### src/rtl/pci_cfg_port.sv
module pci_cfg_port #(
  parameter int          TIMEOUT_CYCLES = 64,
  parameter logic [15:0] ADDR_PORT      = 16'h0CF8,
  parameter logic [15:0] DATA_PORT      = 16'h0CFC
) (
  input  logic        clk,
  input  logic        rst_n,
  input  logic        io_req,
  input  logic        io_wr,
  input  logic [15:0] io_addr,
  input  logic [3:0]  io_be,
  input  logic [31:0] io_wdata,
  output logic [31:0] io_rdata,
  output logic        io_ready,
  output logic        fwd_req,
  output logic        fwd_wr,
  output logic [15:0] fwd_addr,
  output logic [3:0]  fwd_be,
  output logic [31:0] fwd_wdata,
  input  logic [31:0] fwd_rdata,
  input  logic        fwd_ready,
  output logic        cfg_req,
  output logic        cfg_wr,
  output logic [7:0]  cfg_bus,
  output logic [4:0]  cfg_dev,
  output logic [2:0]  cfg_fn,
  output logic [5:0]  cfg_reg,
  output logic [3:0]  cfg_be,
  output logic [31:0] cfg_wdata,
  input  logic [31:0] cfg_rdata,
  input  logic        cfg_ack
);
  localparam int          CW       = $clog2(TIMEOUT_CYCLES + 1);
  localparam logic [31:0] KEEP     = 32'h80FF_FFFC;
  localparam logic [CW-1:0] LAST   = CW'(TIMEOUT_CYCLES - 1);

  typedef enum logic [1:0] {S_IDLE, S_FWD, S_CFG, S_DONE} state_t;

  state_t        state;
  logic [31:0]   latch;
  logic [CW-1:0] cnt;
  logic [7:0]    lane_w;
  logic [4:0]    sh;
  logic          hit_addr, hit_data;

  assign sh       = {io_addr[1:0], 3'b000};
  assign lane_w   = {4'b0000, io_be} << io_addr[1:0];
  assign hit_addr = (io_addr == ADDR_PORT) && (io_be == 4'hF);
  assign hit_data = (io_addr[15:2] == DATA_PORT[15:2]);

  assign io_ready  = (state == S_DONE);
  assign fwd_req   = (state == S_FWD);
  assign fwd_wr    = io_wr;
  assign fwd_addr  = io_addr;
  assign fwd_be    = io_be;
  assign fwd_wdata = io_wdata;

  assign cfg_req   = (state == S_CFG);
  assign cfg_wr    = io_wr;
  assign cfg_bus   = latch[23:16];
  assign cfg_dev   = latch[15:11];
  assign cfg_fn    = latch[10:8];
  assign cfg_reg   = latch[7:2];
  assign cfg_be    = lane_w[3:0];
  assign cfg_wdata = io_wdata << sh;

  always_ff @(posedge clk) begin
    if (!rst_n) begin
      state    <= S_IDLE;
      latch    <= '0;
      cnt      <= '0;
      io_rdata <= '0;
    end else begin
      case (state)
        S_IDLE: if (io_req) begin
          if (hit_addr) begin
            if (io_wr) latch <= io_wdata & KEEP;
            else       io_rdata <= latch;
            state <= S_DONE;
          end else if (hit_data && latch[31]) begin
            if (lane_w[3:0] == 4'h0) begin
              io_rdata <= '1;
              state    <= S_DONE;
            end else begin
              cnt   <= '0;
              state <= S_CFG;
            end
          end else begin
            state <= S_FWD;
          end
        end
        S_FWD: if (fwd_ready) begin
          io_rdata <= fwd_rdata;
          state    <= S_DONE;
        end
        S_CFG: begin
          if (cfg_ack) begin
            io_rdata <= cfg_rdata >> sh;
            state    <= S_DONE;
          end else if (cnt == LAST) begin
            io_rdata <= '1;
            state    <= S_DONE;
          end else begin
            cnt <= cnt + 1'b1;
          end
        end
        default: state <= S_IDLE;
      endcase
    end
  end
endmodule

### config.mk
export PLATFORM = sky130hd
export DESIGN_NAME = pci_cfg_port
export DESIGN_NICKNAME = d
export VERILOG_FILES = /design/src/rtl/pci_cfg_port.sv
export SDC_FILE = /design/constraint.sdc
export NUM_CORES = 1
export LEC_CHECK = 0
export ABC_AREA = 0
export ABC_CLOCK_PERIOD_IN_PS = 3630
export BUFFER_PORTS_ARGS = -buffer_cell sky130_fd_sc_hd__buf_2
export CAP_MARGIN = 20
export CORE_ASPECT_RATIO = 1.25
export CORE_MARGIN = 2
export CORE_UTILIZATION = 40
export CTS_BUF_LIST = sky130_fd_sc_hd__clkbuf_8 sky130_fd_sc_hd__clkbuf_16
export DETAILED_ROUTE_END_ITERATION = 12
export PLACE_DENSITY = 0.74
export SLEW_MARGIN = 25
export SYNTH_ARGS = -nofsm -noshare
export SYNTH_HDL_FRONTEND = slang
export SYNTH_SLANG_ARGS = --single-unit
export TNS_END_PERCENT = 5
### constraint.sdc
create_clock -name clk -period 3.63 [get_ports clk]
set_clock_uncertainty 0.2 [all_clocks]
set_input_delay 0.363 -clock clk [delete_from_list [all_inputs] [get_ports clk]]
set_output_delay 0.363 -clock clk [all_outputs]
set_load 0.01 [all_outputs]
* Word-level counts from Yosys, hierarchy flattened
Cells that the tools add are included.
** Storage, ports and cells
- Logic and storage cells :: 60
- Bits in registers :: 64
- Input port bits :: 122
- Output and inout bits :: 147
** Cells by class
- Equality and inequality tests :: 18
- Muxes and demuxes :: 24
- $add $sub $neg :: 1
- Shifts and indexed selects :: 3
- Reduce and logical (&&, ||, !) cells :: 10
** Operators by type and width (count)
- two-way mux 32 bit :: 8
- one-hot mux 32 bit (3 select lines) :: 1
- two-way mux 7 bit :: 6
- << shifter 32 x 5 -> 32 bit :: 1
- right shift 32 x 5 -> 32 bit :: 1
- == test 16 x 12 -> 1 bit (second input constant) :: 1
- == test 14 x 10 -> 1 bit (second input constant) :: 1
- one-hot mux 7 bit (2 select lines) :: 1
- AND reduction 7 bit :: 2
- two-way mux 2 bit :: 6
- != test 2 bit (second input constant) :: 6
- != test 3 bit (second input constant) :: 3
- adder 7 x 1 -> 7 bit (second input constant) :: 1
- == test 7 x 6 -> 1 bit (second input constant) :: 1
- one-hot mux 2 bit (3 select lines) :: 1
- == test 2 bit (second input constant) :: 2
- == test 4 bit (second input constant) :: 1
- zero test 4 bit :: 1
- AND reduction 4 bit :: 1
- << shifter 4 x 2 -> 4 bit :: 1
- != test 3 x 1 -> 1 bit (second input constant) :: 1
- AND reduction 3 bit :: 1
- nonzero test 3 bit :: 1
- == test 2 x 1 -> 1 bit (second input constant) :: 1
- other kinds (5) :: 6

* Logic depth before layout (Yosys ltp)
Gate-level depths: netlist of the first run.
- Depth after elaboration :: 7
- Depth in mapped cells :: 11
- Depth with buffers taken out :: 8

* Least setup slack after synthesis of the first run
No wires, ideal clock.
- Kind :: input port to flip-flop
- Start :: in io_addr[13]
- End :: reg io_rdata[20]
- Buffers on the path :: 1
- Data required time :: 3.311 ns
- Data arrival time :: 2.358 ns
- Setup time :: 0.119 ns
- Stages :: 7
- Slack :: 0.953 ns
- Path through :: or4_1 > or4_4 > o41ai_2 > a32o_1 > nand3_1 > buf_4 > o221a_1
** Between the ends
- Longest elaborated chain between the ends :: 5
- Elaborated cells on any way between the ends :: 11
- Those cells by class :: eq/ne (5); mux (3); reduce/logical (3)
** RTL lines
- start, declared :: line 10 : input logic [15:0] io_addr,
- == test 16 x 12 -> 1 bit :: line 48 : assign hit_addr = (io_addr == ADDR_PORT) && (io_be == 4'hF);
- logical AND 1 bit :: line 48
- two-way mux 32 bit :: line 76 : if (hit_addr) begin
- two-way mux 32 bit :: line 75 : S_IDLE: if (io_req) begin
- one-hot mux 32 bit (3 select lines) :: line 74 : case (state)
- end signal, assigned :: line 78 : else io_rdata <= latch;
- end signal, assigned :: line 93 : io_rdata <= fwd_rdata;
- end signal, assigned :: line 98 : io_rdata <= cfg_rdata >> sh;
- end, declared :: line 13 : output logic [31:0] io_rdata,
Several ways; a longest one is shown, not always the timed one. The select of a mux whose other input is x is not followed.
A chain may end at the register's enable or synchronous reset.

* Worst setup path after layout of the first run
- Start :: reg state[0]
- End :: reg io_rdata[2]
** Between the ends
- Longest elaborated chain between the ends :: 3
- Elaborated cells on any way between the ends :: 12
- Those cells by class :: eq/ne (8); mux (1); reduce/logical (3)
** RTL lines
- start, declared :: line 39 : state_t state;
- start signal, assigned :: line 69 : state <= S_IDLE;
- start signal, assigned :: line 79 : state <= S_DONE;
- start signal, assigned :: line 83 : state <= S_DONE;
- == test 2 bit, or another cell as far along :: line 74
- != test 3 x 1 -> 1 bit (no line), or another cell as far along
- AND reduction 7 bit (no line)
Several ways; a longest one is shown, not always the timed one.

==> out/summary.txt, run 1 <==
status - completed
Seq cells post-synth - 64
die area - 12800 sq um
initial antenna violation count - 0
sequential element share of the synthesized area - 0.269
RR Endpoint - io_rdata[2]
first-pass detailed-route iteration total - 5
Die X - 102 um
WP data required - 3.69 ns
number of core rows - 44
overall die height - 126 um
GRT Residual Overflow - 0
Tot Pwr - 3.67 mW
placed inst area - 5620 sq um
element type at the critical path end - flop
Initial Util - 0.410
Routability Congestion - 0.913
core area - 11600 sq um
Max-slew headroom - 0.519
drt first-iter violations - 278
unrepaired setup endpoints after global routing - no
asr flop ratio synth - 0
post-CTS setup buffers - 0
Logic pwr share - 0.462
commonest non-fill, non-tap cell in the layout - buf_2
arrival time at the worst endpoint - 2.94 ns
Routed Antenna Nets - 0
most frequent cells in the layout - buf_2, nand2_1, dfxtp_1, a21oi_1, mux2i_1
fraction of layout cells with a size suffix above 1 - 0.405
Seq pwr share - 0.258
DR WL/cell - 17.9 um
Fin Hold WS - 0.111 ns
net switching fraction of the power - 0.390
DP HPWL - 13000 um
Hold Crit Depth - 3
CTS resizes - 0
leakage power - 2.75 nW
setup_tns - 0 ns
clock power share - 0.280
peak supply drop - 579 uV
crit path time final - 2.88 ns
mapped cell area - 4770 sq um
post-layout util - 0.515
CTS Buffer Depth - 2
start of the worst register-to-register path - state[0]
max-slew violations - 0
syn avg cell area - 7.84 sq um
top cell type's share of synthesized area - 0.269
Post-synth EDFFs - 0
Setup violations, final - 0
Cells after Synth - 608
power per standard cell area - 614 nW/um^2
total vias in the final route - 5156
reg2reg setup slack - 0.75 ns
final hold vios - 0
first-pass GRT wire length - 25200 um
diode count - 0
Worst R2R Path Depth - 9
Setup crit start kind - flop
P_sw - 1.43 mW
worst-path maximum fanout - 16
CTS tree - done
Yosys cell types - 51
hold buffer count at CTS - 0
detailed-route DRC error count - 0
cell area after layout - 5980 sq um
clock root buffer - clkbuf_16
max cap viols - 0
Vias/cell - 5.47
CTS buffer count - 9
Skew-Pair Late Insertion Delay - 0.32 ns
Worst Hold Class - input port to flop
GRT Util Overall - 0.253
maximum number of pins on one net before global-route repair - 49
Mapped Nets - 735
final worst path period share - 0.794
CTS Sinks - 64
post-synth top area cell - dfxtp_1
Synthesis Warnings - 0
area growth from synthesis to final layout - 25.5%
worst setup path class - flop to flop
Cell Int Power - 2.24 mW
wirelength, routed - 16900 um
Max H-tree Level - 3
actual slew at the worst max-slew pin - 0.718 ns
worst hold start - io_wdata[22]
final net count - 904
Area contributors post-synth - dfxtp_1, buf_4, mux2i_1
vias in the first global route - 4469
Reg clk slew, reported paths - 0.05 ns
fmax - 0.347 GHz
hold endpoint - latch[22]
Post-synth top flop - dfxtp_1
num ports - 269
IO buf count - 268
==> how the worst max path moves through the flow <==
| stage | end | from | slack, ns | cells after the start |
|---|---|---|---|---|
| finish | io_rdata[2] | state[0] | 0.75 | 9 |
| global route | io_rdata[11] | state[0] | 0.55 | 9 |
| CTS | io_rdata[2] | state[0] | 0.79 | 9 |
| detailed placement | io_rdata[18] | io_addr[13] | 0.50 | 7 |
| global placement | io_rdata[29] | io_addr[13] | 0.57 | 7 |
| floorplan | io_rdata[20] | io_addr[13] | 0.95 | 7 |
==> cell families after synthesis <==
family	share of synthesized area
and+or+nand+nor	0.183
buffers and inverters	0.172
AOI/OAI and AO/OA	0.261
muxes	0.102
DFF	0.269
adders and majority gates	0.0131
==> worst max-delay path, stage by stage, from the launching register on <==
cell and delay [ns]:
dfxtp_1 0.34, inv_1 0.09, ha_1 0.43, nor2b_1 0.34
buf_4 0.25, nand2b_1 0.57, a21oi_1 0.12, o211ai_1 0.18
o211ai_2 0.14, a21oi_2 0.15
==> layer usage <==
layer  up-vias  wire (um)  GRT usage
met4         0        344     0.0620
met2       227       8260      0.413
met5         -          0          0
met1      2436       7120      0.342
met3        33       1190     0.0466
li1       2460          -          -
==> registers in the layout (all words and copies together) (netlist names) <==
register,flops
cnt,7
state,2
latch,23
io_rdata,32
==> synthesized netlist by cell type, types with 4 or more instances <==
| master | count |
|---|---|
| nand4_1 | 4 |
| o211ai_1 | 4 |
| nor2b_1 | 21 |
| inv_1 | 6 |
| nor3_1 | 4 |
| nand3_1 | 15 |
| dfxtp_1 | 64 |
| mux2i_1 | 35 |
| buf_4 | 77 |
| nor2_1 | 24 |
| o21ai_0 | 23 |
| o221a_1 | 12 |
| mux2_2 | 6 |
| clkbuf_1 | 31 |
| a211oi_1 | 9 |
| buf_2 | 8 |
| a221oi_1 | 21 |
| ha_1 | 5 |
| a21oi_1 | 51 |
| o21ai_1 | 19 |
| and2_1 | 9 |
| nand2_1 | 93 |
| nand2b_1 | 4 |
| o2111ai_1 | 14 |
==> final cells by class <==
class                   instances  area (sq um)
repair buffers                281          1450
well taps                     161           201
fillers                      1208          5640
inverters                       7          26.3
flip-flops and latches         64          1280
clock inverters                 5           103
multi-input cells             414          2660
clock buffers                  11           253
==> metrics by stage <==
step                      instances  setup slack, ns
after floorplan                 608            0.953
after global placement          927            0.573
after detailed placement        927            0.501
after CTS                       943            0.793
after global routing            943            0.549
final                           943            0.748
==> power by group through the flow <==
stage / clock, mW / sequential [mW] / combinational, mW
5_1_grt: 1.07 / 0.965 / 1.84
6_report: 1.03 / 0.947 / 1.70
3_5_place_dp: 0 / 0.957 / 1.68
2_1_floorplan: 0 / 1.02 / 1.10
3_3_place_gp: 0 / 0.961 / 1.65
4_1_cts: 1.03 / 0.946 / 1.68
Note: power is estimated with default switching activity, not from simulation.
==> run 2: changes to the inputs <==
Settings changed: ABC_CLOCK_PERIOD_IN_PS 3630 to 2800.
Clock period 3.63 ns to 2.8 ns, I/O delays scaled along.
==> run 2 against run 1 <==
  * Critical path depth is 2 lower
  * Utilization is 1.0 points higher
  * Non-clock buffer count is 13 higher
  * Sequential cell count stayed put
==> out/summary.txt, run 2 (synthesis gave the netlist of run 1 again) <==
clock root buffer - clkbuf_16 (unchanged)
first-pass GRT wire length - 25700 um (was 25200 um)
CTS resizes - 0 (unchanged)
peak supply drop - 585 uV (was 579 uV)
Setup WS pre-CTS - 0.00458 ns (was 0.501 ns)
reg2reg setup slack - 0.44 ns (was 0.75 ns)
Crit-path slowest cell - or4_4 (was nand2b_1)
CP cell instances - buf_2, or4_1, or4_4, buf_4, a221o_1, a21o_1, o211a_1 (was inv_1, ha_1, nor2b_1, buf_4, nand2b_1, a21oi_1, o211ai_1, o211ai_2, a21oi_2)
largest registers - io_rdata x32, latch x23, cnt x7 (unchanged)
final hold vios - 0 (unchanged)
final worst path period share - 0.883
final setup margin - 0.326 ns (was 0.748 ns)
worst path buffer plus inverter count - 2 (unchanged)
vias in the first global route - 4663 (was 4469)
start of the worst register-to-register path - state[0] (unchanged)
CP Capture Point - cnt[6] (was io_rdata[2])
max-slew violations - 0 (unchanged)
power per standard cell area - 783 nW/um^2 (was 614 nW/um^2)
total vias in the final route - 5200 (was 5156)
Worst Hold Class - input port to flop (unchanged)
max cap viols - 0 (unchanged)
Reg clk slew, reported paths - 0.05 ns (about the same)
Tot Pwr - 4.78 mW (was 3.67 mW)
number of core rows - 44 (unchanged)
max reg flops - 32 (unchanged)
met2 Use GR - 0.423 (was 0.413)
placed inst area - 5760 sq um (was 5620 sq um)
CTS buffer count - 9 (unchanged)
element type at the critical path end - flop (unchanged)
wirelength, routed - 17300 um (was 16900 um)
unrepaired setup endpoints after global routing - no (unchanged)
Top reg by flops - io_rdata (unchanged)
maximum number of pins on one net before global-route repair - 49 (unchanged)
CTS Sinks - 64 (unchanged)
WP data required - 2.82 ns (was 3.69 ns)
worst-path maximum fanout - 7 (was 16)
commonest non-fill, non-tap cell in the layout - buf_2 (unchanged)
Worst R2R Path Depth - 9 (unchanged)
Crit path depth - 7 (was 9)
gr busiest metal - met2 (unchanged)
core area - 11600 sq um (unchanged)
die area - 12800 sq um (unchanged)
post-layout util - 0.525 (was 0.515)
Routability Congestion - 0.910 (was 0.913)
GRT Residual Overflow - 0 (unchanged)
IO buf count - 268 (unchanged)
CP top delay family - simple AND/OR/NAND/NOR gates (unchanged)
num ports - 269 (unchanged)
CTS tree - done (unchanged)
Skew-Pair Late Insertion Delay - 0.33 ns (was 0.32 ns)
most frequent cells in the layout - buf_2, nand2_1, dfxtp_1, a21oi_1, mux2i_1 (unchanged)
RR Endpoint - io_rdata[5] (was io_rdata[2])
sequential cell area - 1280 sq um (unchanged)
cell area after layout - 6100 sq um (was 5980 sq um)
CP max stage delay - 0.54 ns (was 0.57 ns)
CP startpoint - io_addr[13] (was state[0])
DR WL/cell - 18.0 um (was 17.9 um)
area growth from synthesis to final layout - 27.9% (was 25.5%)
GRT Util Overall - 0.260 (was 0.253)
Multi-input gate area - 2660 sq um (unchanged)
CTS Buffer Depth - 2 (unchanged)
leakage power - 2.82 nW (was 2.75 nW)
Non-Filler Instances - 956 (was 943)
Setup crit start kind - input port (was flop)
fraction of layout cells with a size suffix above 1 - 0.413 (was 0.405)
Max H-tree Level - 3 (unchanged)
# fillers - 1176 (was 1208)
post-CTS setup buffers - 0 (unchanged)
overall die height - 126 um (unchanged)
fmax - 0.404 GHz
status - completed (unchanged)
crit path time final - 2.47 ns
actual slew at the worst max-slew pin - 0.676 ns (was 0.718 ns)
Routed Antenna Nets - 0 (unchanged)
Die X - 102 um (unchanged)
drt first-iter violations - 275 (was 278)
Fin Hold WS - 0.0238 ns (was 0.111 ns)
detailed-route DRC error count - 0 (unchanged)
worst setup path class - input port to flop (was flop to flop)
hold buffer count at CTS - 0 (unchanged)
DP HPWL - 13300 um (was 13000 um)
initial antenna violation count - 0 (unchanged)
Initial Util - 0.410 (unchanged)
Setup violations, final - 0 (unchanged)
diode count - 0 (unchanged)
grt met1 use - 0.338 (was 0.342)
Vias/cell - 5.44 (was 5.47)
met3 usage - 0.0422 (was 0.0466)
Max-slew headroom - 0.549 (was 0.519)
arrival time at the worst endpoint - 2.50 ns (was 2.94 ns)
first-pass detailed-route iteration total - 4 (was 5)
setup_tns - 0 ns (unchanged)
# placed instances - 940 (was 927)
final net count - 917 (was 904)
-- run 2: cell types whose count changed in the layout (fill, tap and decap cells not counted) --
cell,previous run,this run
clkinvlp_4,1,2
clkinv_2,1,0
buf_12,1,4
buf_4,12,22
inv_1,6,8
clkbuf_8,2,0
-- run 2: final cells by class --
cell class,instances,area share
Clock buffer,9,0.0369
Multi-Input combinational cell,414,0.437
Timing Repair Buffer,294,0.260
Sequential cell,64,0.210
Clock inverter,7,0.0185
Tap cell,161,0.0330
Inverter,7,0.00431
-- run 2: worst min path at each step --
stage	slack, ns	endpoint	start	cells past startpoint
CTS	0.02	latch[22]	io_wdata[22]	3
finish	0.02	latch[20]	io_wdata[20]	3
global route	0.03	latch[20]	io_wdata[20]	3
detailed placement	0.24	io_rdata[1]	io_rdata[1]	2
global placement	0.23	io_rdata[0]	io_rdata[0]	2
floorplan	0.22	latch[10]	io_wdata[10]	2
-- run 2: routing by layer --
metal,up-vias,part of all wire
li1,2487,-
met1,2417,0.41
met2,260,0.49
met3,36,0.068
met4,0,0.032
met5,-,0
-- run 2: worst register-to-register path: stages (launching register included) --
cell,delay (ns)
dfxtp_1,0.38
inv_1,0.08
ha_1,0.32
nor2b_1,0.20
a21oi_1,0.23
o211ai_1,0.14
o21ba_2,0.33
buf_12,0.18
o2111ai_1,0.11
o21ai_1,0.12
-- run 2: power breakdown --
| group | switching (mW) | total (mW) | leakage [nW] | internal [mW] |
|---|---|---|---|---|
| clock | 0.417 | 1.28 | 0.164 | 0.862 |
| combinational | 1.32 | 2.27 | 2.13 | 0.953 |
| sequential | 0.114 | 1.23 | 0.520 | 1.11 |
